--- src/rtl/sdr_seq_pkg.sv ---
package sdr_seq_pkg;

  typedef enum logic [1:0] {
    CMD_NOP,
    CMD_PRE,
    CMD_REF,
    CMD_MRS
  } cmdKind_t;

  typedef enum logic [1:0] {
    GAP_RP,
    GAP_RC,
    GAP_MRD,
    GAP_SRX
  } gapSel_t;

  // strobes from control to datapath
  typedef struct packed {
    cmdKind_t cmd;
    logic     cke;
    logic     waitLoad;
    gapSel_t  gapSel;
    logic     refRestart;
    logic     refEn;
    logic     ready;
    logic     grant;
  } seqStrobe_t;

  function automatic int ceilDiv(input int num, input int den);
    return (num + den - 1) / den;
  endfunction

  function automatic int maxInt(input int a, input int b);
    return (a > b) ? a : b;
  endfunction

  function automatic logic [2:0] burstCode(input int len);
    case (len)
      1:       return 3'd0;
      2:       return 3'd1;
      4:       return 3'd2;
      default: return 3'd3;
    endcase
  endfunction

  function automatic logic [31:0] modeWord(input int casLat, input int burstLen, input int interleave);
    logic [31:0] w;
    w = '0;
    w[2:0] = burstCode(burstLen);
    w[3]   = (interleave != 0);
    w[6:4] = 3'(casLat);
    return w;
  endfunction

endpackage

--- src/rtl/sdr_seq_dp.sv ---
module sdr_seq_dp
  import sdr_seq_pkg::*;
#(
  parameter int ADDR_W  = 12,
  parameter int BANK_W  = 2,
  parameter int AP_BIT  = 10,
  parameter int PWR_CYC = 5000,
  parameter int RP_GAP  = 2,
  parameter int RC_GAP  = 4,
  parameter int MRD_GAP = 2,
  parameter int SRX_GAP = 7,
  parameter int REF_CYC = 780,
  parameter logic [ADDR_W-1:0] MODE_WORD = '0
) (
  input  logic              clk,
  input  logic              rstN,
  input  seqStrobe_t        strb,
  output logic              waitDone,
  output logic              refDue,
  output logic              csN,
  output logic              rasN,
  output logic              casN,
  output logic              weN,
  output logic              cke,
  output logic [ADDR_W-1:0] addr,
  output logic [BANK_W-1:0] ba,
  output logic              ready,
  output logic              hostGrant
);

  localparam int WAIT_MAX = maxInt(PWR_CYC, SRX_GAP);
  localparam int WAIT_W   = $clog2(WAIT_MAX + 1);
  localparam int REF_W    = $clog2(REF_CYC + 1);

  logic [WAIT_W-1:0] waitCnt;
  logic [WAIT_W-1:0] loadVal;
  logic [REF_W-1:0]  refCnt;

  // gap table: a command loaded here lets the next one go exactly GAP cycles later
  always_comb begin
    case (strb.gapSel)
      GAP_RP:  loadVal = WAIT_W'(RP_GAP - 2);
      GAP_RC:  loadVal = WAIT_W'(RC_GAP - 2);
      GAP_MRD: loadVal = WAIT_W'(MRD_GAP - 2);
      default: loadVal = WAIT_W'(SRX_GAP - 2);
    endcase
  end

  always_ff @(posedge clk) begin
    if (!rstN) begin
      waitCnt <= WAIT_W'(PWR_CYC - 1);
    end else if (strb.waitLoad) begin
      waitCnt <= loadVal;
    end else if (waitCnt != '0) begin
      waitCnt <= waitCnt - 1'b1;
    end
  end

  assign waitDone = (waitCnt == '0);

  // free-running refresh slot timer
  always_ff @(posedge clk) begin
    if (!rstN) begin
      refCnt <= REF_W'(REF_CYC - 1);
    end else if (strb.refRestart) begin
      refCnt <= REF_W'(REF_CYC - 1);
    end else if (strb.refEn) begin
      if (refCnt == '0) refCnt <= REF_W'(REF_CYC - 1);
      else              refCnt <= refCnt - 1'b1;
    end
  end

  assign refDue = strb.refEn && !strb.refRestart && (refCnt == '0);

  // command decode
  logic [3:0]        pinNext;
  logic [ADDR_W-1:0] addrNext;

  always_comb begin
    addrNext = '0;
    case (strb.cmd)
      CMD_PRE: begin
        pinNext = 4'b0010;
        addrNext[AP_BIT] = 1'b1;
      end
      CMD_REF: pinNext = 4'b0001;
      CMD_MRS: begin
        pinNext  = 4'b0000;
        addrNext = MODE_WORD;
      end
      default: pinNext = 4'b0111;
    endcase
  end

  always_ff @(posedge clk) begin
    if (!rstN) begin
      {csN, rasN, casN, weN} <= 4'b0111;
      cke       <= 1'b1;
      addr      <= '0;
      ba        <= '0;
      ready     <= 1'b0;
      hostGrant <= 1'b0;
    end else begin
      {csN, rasN, casN, weN} <= pinNext;
      cke       <= strb.cke;
      addr      <= addrNext;
      ba        <= '0;
      ready     <= strb.ready;
      hostGrant <= strb.grant;
    end
  end

endmodule

--- src/rtl/sdr_seq_ctrl.sv ---
module sdr_seq_ctrl
  import sdr_seq_pkg::*;
#(
  parameter int INIT_REFS    = 8,
  parameter int RECOVER_REFS = 2
) (
  input  logic       clk,
  input  logic       rstN,
  input  logic       hostReq,
  input  logic       hostDone,
  input  logic       srEnter,
  input  logic       srExit,
  input  logic       waitDone,
  input  logic       refDue,
  output seqStrobe_t strb
);

  localparam int IREF_W = $clog2(INIT_REFS + 1);
  localparam int PEND_W = $clog2(RECOVER_REFS + 1);

  typedef enum logic [3:0] {
    S_POWER, S_PRE, S_PRE_W, S_IREF, S_IREF_W, S_MRS, S_MRS_W,
    S_IDLE, S_HOST, S_REF_W, S_SREF, S_SRX_W
  } state_t;

  state_t            state, nextState;
  logic [IREF_W-1:0] irefCnt;
  logic [PEND_W-1:0] pendCnt, pendAfter;
  logic              issueRef;
  logic              irefInc;

  always_comb begin
    strb            = '0;
    strb.cmd        = CMD_NOP;
    strb.cke        = 1'b1;
    strb.gapSel     = GAP_RC;
    nextState       = state;
    issueRef        = 1'b0;
    irefInc         = 1'b0;
    case (state)
      S_POWER: if (waitDone) nextState = S_PRE;
      S_PRE: begin
        strb.cmd      = CMD_PRE;
        strb.waitLoad = 1'b1;
        strb.gapSel   = GAP_RP;
        nextState     = S_PRE_W;
      end
      S_PRE_W: if (waitDone) nextState = S_IREF;
      S_IREF: begin
        strb.cmd      = CMD_REF;
        strb.waitLoad = 1'b1;
        irefInc       = 1'b1;
        nextState     = S_IREF_W;
      end
      S_IREF_W: if (waitDone) nextState = (irefCnt == IREF_W'(INIT_REFS)) ? S_MRS : S_IREF;
      S_MRS: begin
        strb.cmd      = CMD_MRS;
        strb.waitLoad = 1'b1;
        strb.gapSel   = GAP_MRD;
        nextState     = S_MRS_W;
      end
      S_MRS_W: if (waitDone) begin
        strb.refRestart = 1'b1;
        nextState       = S_IDLE;
      end
      S_IDLE: begin
        strb.ready = 1'b1;
        strb.refEn = 1'b1;
        if (pendCnt != '0) begin
          strb.cmd      = CMD_REF;
          strb.waitLoad = 1'b1;
          issueRef      = 1'b1;
          nextState     = S_REF_W;
        end else if (srEnter) begin
          strb.cmd   = CMD_REF;
          strb.cke   = 1'b0;
          strb.ready = 1'b0;
          nextState  = S_SREF;
        end else if (hostReq) begin
          nextState = S_HOST;
        end
      end
      S_HOST: begin
        strb.ready = 1'b1;
        strb.refEn = 1'b1;
        strb.grant = 1'b1;
        if (hostDone) nextState = S_IDLE;
      end
      S_REF_W: begin
        strb.ready = 1'b1;
        strb.refEn = 1'b1;
        if (waitDone) nextState = S_IDLE;
      end
      S_SREF: begin
        strb.cke = 1'b0;
        if (srExit) begin
          strb.waitLoad = 1'b1;
          strb.gapSel   = GAP_SRX;
          nextState     = S_SRX_W;
        end
      end
      S_SRX_W: if (waitDone) begin
        strb.refRestart = 1'b1;
        nextState       = S_IDLE;
      end
      default: nextState = S_POWER;
    endcase
  end

  // owed refreshes: a slot passing while one is still owed raises the debt to the recovery count
  always_comb begin
    pendAfter = pendCnt - PEND_W'(issueRef);
    if (refDue) pendAfter = (pendAfter == '0) ? PEND_W'(1) : PEND_W'(RECOVER_REFS);
  end

  always_ff @(posedge clk) begin
    if (!rstN) begin
      state   <= S_POWER;
      irefCnt <= '0;
      pendCnt <= '0;
    end else begin
      state   <= nextState;
      if (irefInc) irefCnt <= irefCnt + 1'b1;
      pendCnt <= strb.refRestart ? '0 : pendAfter;
    end
  end

endmodule

--- src/rtl/sdram_init_refresh_seq.sv ---
module sdram_init_refresh_seq
  import sdr_seq_pkg::*;
#(
  parameter int CLK_PERIOD_PS = 20000,
  parameter int POWERUP_PS    = 100000000,
  parameter int TRP_PS        = 20000,
  parameter int TRC_PS        = 70000,
  parameter int REF_INT_PS    = 15600000,
  parameter int MRD_CLK       = 2,
  parameter int INIT_REFS     = 8,
  parameter int RECOVER_REFS  = 2,
  parameter int CAS_LAT       = 3,
  parameter int BURST_LEN     = 4,
  parameter int INTERLEAVE    = 0,
  parameter int ADDR_W        = 12,
  parameter int BANK_W        = 2
) (
  input  logic              clk,
  input  logic              rstN,
  input  logic              hostReq,
  output logic              hostGrant,
  input  logic              hostDone,
  input  logic              selfRefEnter,
  input  logic              selfRefExit,
  output logic              csN,
  output logic              rasN,
  output logic              casN,
  output logic              weN,
  output logic              cke,
  output logic [ADDR_W-1:0] addr,
  output logic [BANK_W-1:0] ba,
  output logic              ready
);

  localparam int PWR_CYC = maxInt(2, ceilDiv(POWERUP_PS, CLK_PERIOD_PS));
  localparam int RP_CYC  = maxInt(2, ceilDiv(TRP_PS, CLK_PERIOD_PS));
  localparam int RC_CYC  = maxInt(2, ceilDiv(TRC_PS, CLK_PERIOD_PS));
  localparam int MRD_GAP = maxInt(2, MRD_CLK);
  localparam int SRX_GAP = RC_CYC + 3;
  localparam int REF_CYC = REF_INT_PS / CLK_PERIOD_PS;
  localparam logic [ADDR_W-1:0] MODE_WORD = ADDR_W'(modeWord(CAS_LAT, BURST_LEN, INTERLEAVE));

  seqStrobe_t strb;
  logic       waitDone;
  logic       refDue;

  sdr_seq_ctrl #(
    .INIT_REFS   (INIT_REFS),
    .RECOVER_REFS(RECOVER_REFS)
  ) uCtrl (
    .clk     (clk),
    .rstN    (rstN),
    .hostReq (hostReq),
    .hostDone(hostDone),
    .srEnter (selfRefEnter),
    .srExit  (selfRefExit),
    .waitDone(waitDone),
    .refDue  (refDue),
    .strb    (strb)
  );

  sdr_seq_dp #(
    .ADDR_W   (ADDR_W),
    .BANK_W   (BANK_W),
    .AP_BIT   (10),
    .PWR_CYC  (PWR_CYC),
    .RP_GAP   (RP_CYC),
    .RC_GAP   (RC_CYC),
    .MRD_GAP  (MRD_GAP),
    .SRX_GAP  (SRX_GAP),
    .REF_CYC  (REF_CYC),
    .MODE_WORD(MODE_WORD)
  ) uDp (
    .clk      (clk),
    .rstN     (rstN),
    .strb     (strb),
    .waitDone (waitDone),
    .refDue   (refDue),
    .csN      (csN),
    .rasN     (rasN),
    .casN     (casN),
    .weN      (weN),
    .cke      (cke),
    .addr     (addr),
    .ba       (ba),
    .ready    (ready),
    .hostGrant(hostGrant)
  );

endmodule

--- config.mk ---
export PLATFORM = sky130hd
export DESIGN_NAME = sdram_init_refresh_seq
export DESIGN_NICKNAME = d
export VERILOG_FILES = /design/src/rtl/sdr_seq_pkg.sv /design/src/rtl/sdr_seq_dp.sv /design/src/rtl/sdr_seq_ctrl.sv /design/src/rtl/sdram_init_refresh_seq.sv
export SDC_FILE = /design/constraint.sdc
export NUM_CORES = 1
export LEC_CHECK = 0
export ABC_AREA = 1
export BUFFER_PORTS_ARGS = -buffer_cell sky130_fd_sc_hd__buf_4
export CAP_MARGIN = 40
export CORE_MARGIN = 1
export CORE_UTILIZATION = 55
export CTS_BUF_LIST = sky130_fd_sc_hd__clkbuf_4 sky130_fd_sc_hd__clkbuf_8
export DETAILED_ROUTE_END_ITERATION = 8
export PLACE_DENSITY = 0.74
export SLEW_MARGIN = 10
export SYNTH_ARGS = -nofsm -noshare
export SYNTH_HDL_FRONTEND = slang
export SYNTH_SLANG_ARGS = --single-unit
--- constraint.sdc ---
create_clock -name clk -period 4.5 [get_ports clk]
set_clock_uncertainty 0.1 [all_clocks]
set_input_delay 0.225 -clock clk [delete_from_list [all_inputs] [get_ports clk]]
set_output_delay 0.225 -clock clk [all_outputs]
set_load 0.01 [all_outputs]
Word level (Yosys, flattened, before mapping):

Cells that the tools add are included.

* add/subtract/negate cells: 4
* multiply operators: 0
* div/mod/pow operators: 0
* magnitude comparators: 0
* equal/unequal tests: 24
* shift operators: 0
* mux-type cells: 37
* bitwise operators: 1
* reductions and logical operators: 18

Operators by type and width (number)
* $pmux 4 s10: 1
* $mux 4: 9
* $mux 13: 2
* $eq 4x4->1 const B: 5
* $eq 4x3->1 const B: 4
* $logic_not 13->1: 1
* $reduce_bool 13->1: 1
* $sub 13x1->13 const B: 1
* $logic_not 10->1: 1
* $mux 1: 10
* $mux 10: 1
* $sub 10x1->10 const B: 1
* $mux 3: 3
* $pmux 3 s3: 1
* $eq 4x2->1 const B: 2
* $ne 2x1->1 const B: 4
* $pmux 2 s4: 1
* $reduce_or 2->1: 4
* $reduce_and 7->1: 1
* $eq 2x2->1 const B: 3
* $mux 2: 3
* $mux 6: 1
* $pmux 2 s3: 1
* $pmux 3 s2: 1
* 16 further kinds: 22

* flip-flop bits (word level): 52
* latch bits: 0
* bits in writable memories: 0
* ROM bits: 0
* input port bits: 6
* output and inout bits: 21
* logic and storage cells: 98
* memories kept: 0

Longest topological paths before layout:

* depth in word-level cells: 7
* mapped depth: 10
* gate-level depth less buffers: 10

Cells and area by module:

From an unflattened synthesis, not the netlist that was laid out.

* cell total of the unflattened synthesis: 363
* area total of the unflattened synthesis: 2456.1 um2

Modules (own cells, without submodules)
* sdr_seq_dp: instances 1, cells an instance 237, area an instance 1674.1 um2, seq. area each 620.6 um2
* sdr_seq_ctrl: instances 1, cells an instance 126, area an instance 782.0 um2, seq. area each 200.2 um2

Least setup slack after synthesis:

OpenSTA, ideal clock, no wires.

* path type: flip-flop to flip-flop
* start: register uDp.refCnt[0]
* end: register uCtrl.pendCnt[0]
* library setup time: 0.128 ns
* arrival time: 1.235 ns
* data required time: 4.272 ns
* path slack: 3.038 ns
* stages on the path, launching flop included: 8
* path buffers: 0
* period minus slack after synthesis: 1.462 ns
* cells stage by stage: dfxtp_1 inv_1 ha_1 nand3_1 nor2_1 nand3_1 o21ai_0 a21oi_1

* word-level cells in the longest chain between the ends: 3

Ends and longest elaborated chain
* from (decl): RTL line sdr_seq_dp.sv:37 `logic [REF_W-1:0] refCnt;`
* from (signal assigned): RTL line sdr_seq_dp.sv:64 `refCnt <= REF_W'(REF_CYC - 1);`
* from (signal assigned): RTL line sdr_seq_dp.sv:66 `refCnt <= REF_W'(REF_CYC - 1);`
* from (signal assigned): RTL line sdr_seq_dp.sv:68 `if (refCnt == '0) refCnt <= REF_W'(REF_CYC - 1);`
* $logic_not 10->1: RTL line sdr_seq_dp.sv:73 `assign refDue = strb.refEn && !strb.refRestart && (refCnt == '0);`
* $logic_and 1x1->1: RTL line sdr_seq_dp.sv:73
* $mux 2: RTL line sdr_seq_ctrl.sv:113 `if (refDue) pendAfter = (pendAfter == '0) ? PEND_W'(1) : PEND_W'(RECOVER_REFS);`
* to (signal assigned): RTL line sdr_seq_ctrl.sv:124 `pendCnt <= strb.refRestart ? '0 : pendAfter;`
* to (decl): RTL line sdr_seq_ctrl.sv:28 `logic [PEND_W-1:0] pendCnt, pendAfter;`

No other way between the ends.
A chain may end at the register's enable or synchronous reset.

Worst setup path in the final report:

* start: register uCtrl.state[3]
* end: register uDp.refCnt[4]

* word-level cells in the longest chain between the ends: 4
* elaborated cells between the ends (all ways): 10
* classes of those cells: eq/ne: 5; mux: 2; reduce/logical: 3

Ends and longest elaborated chain
* from (decl): RTL line sdr_seq_ctrl.sv:26 `state_t state, nextState;`
* from (signal assigned): RTL line sdr_seq_ctrl.sv:122 `state <= nextState;`
* $eq 4x3->1 or $eq 4x4->1 (tied branches): RTL line sdr_seq_ctrl.sv:40 `case (state)`
* $reduce_or 2->1 (no source line)
* $mux 1
* $reduce_or 2->1 (no source line)
* to (signal assigned): RTL line sdr_seq_dp.sv:66
* to (signal assigned): RTL line sdr_seq_dp.sv:68
* to (signal assigned): RTL line sdr_seq_dp.sv:69 `else refCnt <= refCnt - 1'b1;`

Parallel ways exist; a longest one is shown, timed or not.

==> impl_metrics.yaml <==
timing:
  final-hold-violation-count: 0
  min_period_ns: 1.813
  maxSlewViolCount: 0
  setup_viol: 0
  rsz0062_at_grt: "false"
  tns_ns: 0
  clock.fmax_mhz: 551.7
  period_share_pct: 40.28
  fin_ws_ns: 2.687
clock_tree:
  post_cts_resized: 0
  cts_buffer_depth: 2
  post_cts_buffers: 0
  clock-sinks: 41
  h-tree-depth: 2
  clock_latency_ns: 0.29
  cts_buffers: 5
  clkTransAtPathRegs_ns: 0.08
  holdBufCountCts: 0
  cts_tree: "yes"
  root_buffer: "clkbuf_8"
power_and_ir_drop:
  power.leakage_uw: 0.001237
  peakVddDrop_mv: 0.2825
  power.density_nw_per_um2: 465.8
global_route:
  grt_max_degree: 18
  grt-ovfl-total: 0
  track_usage_pct: 23.74
  grt_pass1_vias: 1962
  antenna_found_initial: 0
  grt_pass1_wl_um: 8197
placed_design:
  portBuffers: 15
  place_congestion: 0.9794
  dp_cells: 425
  dp_slack_ns: 2.704
  dp_hpwl_um: 3666
drt:
  routed_wl_um: 4859
  via_count: 2195
  ant_nets: 0
  drtIter0Drc: 190
  drt_first_pass_iters: 5
  drc: 0
  routedWlPerCell_um: 11.22
  via_per_inst: 5.069
setup_path:
  reg2reg_depth: 8
  cp-endpoint: "uDp.refCnt[4]$_SDFFE_PP0N_"
  cp.required_ns: 4.60
  endpoint_kind: "flop"
  r2r_end: "uDp.refCnt[4]$_SDFFE_PP0N_"
  cp.arrival_ns: 1.91
  setup.worst_path.start: "uCtrl.state[3]$_SDFFE_PN0P_"
  regToRegStartpoint: "uCtrl.state[3]$_SDFFE_PN0P_"
  reg2reg_slack_ns: 2.69
  path_class: "flop to flop"
  start_kind: "flop"
  cp_max_fo: 14
yosys:
  syn_avg_cell_area_um2: 6.451
  ys_seq_elements: 41
  syn_area_um2: 2361
  synth_seq_area_share_pct: 34.76
  yosys_warnings: 0
  synth_top_cell_area_share_pct: 34.76
  yosys.area.top_type: "dfxtp_1"
  syn_inst: 366
  synthTopCellsByArea: "dfxtp_1 35%, nor2_1 11%, nand2_1 11%, inv_1 7.8%, nand3_1 7.0%"
  synth_cell_type_count: 28
finish:
  synthToLayoutAreaGrowth_pct: 9.115
  nets: 394
  fin_cells: 433
  drive_above_1_share_pct: 10.97
  antenna_cells: 0
min_path:
  hold_path.class: "input port to flop"
floorplanning:
  die_y_um: 67.52
  rows: 23
  start_util_pct: 58.19
  ios: 27
  die_area_um2: 4559
  fp.dieW_um: 67.52
  core_um2: 4058
outcome:
  outcome: "finished clean"
run:
  maxCapViolCount: 0
[critical path, cell delays in order (launching register included)]
cell	delay [ns]
dfxtp_1	0.47
inv_2	0.11
nor2_2	0.13
nand2_1	0.13
nand2_2	0.23
inv_1	0.16
nor2_1	0.15
xor2_1	0.17
nor2_1	0.06
[cells in the final DEF, fill, tap and decap left out, types with 8 or more instances in the layout]
master | synthesis | layout
conb_1 | 1 | 11
nand3_1 | 33 | 33
dfxtp_1 | 41 | 41
a21oi_1 | 11 | 11
nor2_1 | 71 | 71
o21ai_0 | 20 | 20
inv_1 | 49 | 49
nand2_2 | 8 | 8
buf_4 | 13 | 15
nand2_1 | 68 | 68
[state kept, by name (all words and copies together) (netlist names)]
register / cells
uDp.waitCnt: 13
uDp.refCnt: 10
uCtrl.irefCnt: 4
uCtrl.state: 4
uCtrl.pendCnt: 2
uDp.addr: 2
uDp.casN: 1
uDp.cke: 1
uDp.hostGrant: 1
uDp.rasN: 1
uDp.ready: 1
uDp.weN: 1
[power breakdown]
part	leakage, uW	internal, uW	switching (uW)
combinational	0.000845	139	275
clock	0.0000574	180	134
sequential	0.000334	422	49.8
[area by class of cell]
| class | instances | area [um^2] |
|---|---|---|
| Fill cell | 376 | 1481 |
| Multi-Input combinational cell | 266 | 1261 |
| Sequential cell | 41 | 820.8 |
| Inverter | 53 | 198.9 |
| Timing Repair Buffer | 15 | 112.6 |
| Clock buffer | 6 | 82.58 |
| Tap cell | 50 | 62.56 |
| Clock inverter | 2 | 37.54 |
[cell usage after synthesis, drive strengths merged]
| cell type | number |
|---|---|
| a21oi | 11 |
| nor3b | 1 |
| nand4 | 7 |
| dfxtp | 41 |
| nor4 | 1 |
| ha | 6 |
| clkinv | 1 |
| buf | 15 |
| nor3 | 7 |
| inv | 52 |
| xnor2 | 2 |
| o211ai | 1 |
| xor2 | 6 |
| a31oi | 2 |
| clkbuf | 1 |
| nor2 | 78 |
| nand3 | 33 |
| nand3b | 1 |
| nand2 | 76 |
| conb | 1 |
| o21ai | 23 |
[cell families after synthesis]
family | synth area share, %
flip-flops | 34.76
AO/OA/AOI/OAI | 8.214
AND/OR/NAND/NOR | 37.31
buffers and inverters | 13.41
other | 0.1588
XOR/XNOR | 2.968
adder cells (fa/ha/maj) | 3.180
[per-layer routing]
metal / part of all wire [%] / wire (um) / GRT usage, % / vias to the layer above
met1: 48 / 2320 / 29.28 / 965
met4: 2.0 / 97 / 9.574 / 0
met2: 46 / 2226 / 39.73 / 62
met5: 0 / 0 / 0 / -
li1: - / - / - / 1158
met3: 4.4 / 214 / 5.068 / 10
[metrics by stage]
| step | area, um^2 | power [uW] | utilization (%) | hold WS, ns |
|---|---|---|---|---|
| 2_1_floorplan | 2399 | 799.3 | - | 0.3525 |
| 3_3_place_gp | 2456 | 888.9 | 60.53 | 0.3706 |
| 3_5_place_dp | 2456 | 886.2 | 60.53 | 0.3747 |
| 4_1_cts | 2576 | 1202 | 63.49 | 0.1113 |
| 5_1_grt | 2576 | 1289 | 63.49 | 0.1244 |
| 6_report | 2576 | 1200 | 63.49 | 0.1162 |
[worst min-delay path by stage]
stage	start	end	cells after the start
2_1_floorplan	uDp.waitCnt[6]$_SDFFE_PN0P_	uDp.waitCnt[6]$_SDFFE_PN0P_	2
3_3_place_gp	uDp.waitCnt[6]$_SDFFE_PN0P_	uDp.waitCnt[6]$_SDFFE_PN0P_	2
3_5_place_dp	uDp.waitCnt[1]$_SDFFE_PN1P_	uDp.waitCnt[1]$_SDFFE_PN1P_	2
4_1_cts	rstN	uDp.waitCnt[2]$_SDFFE_PN1P_	2
5_1_grt	rstN	uDp.waitCnt[8]$_SDFFE_PN1P_	2
6_report	rstN	uDp.waitCnt[8]$_SDFFE_PN1P_	2
No activity file was read; power rests on OpenSTA's default activity.
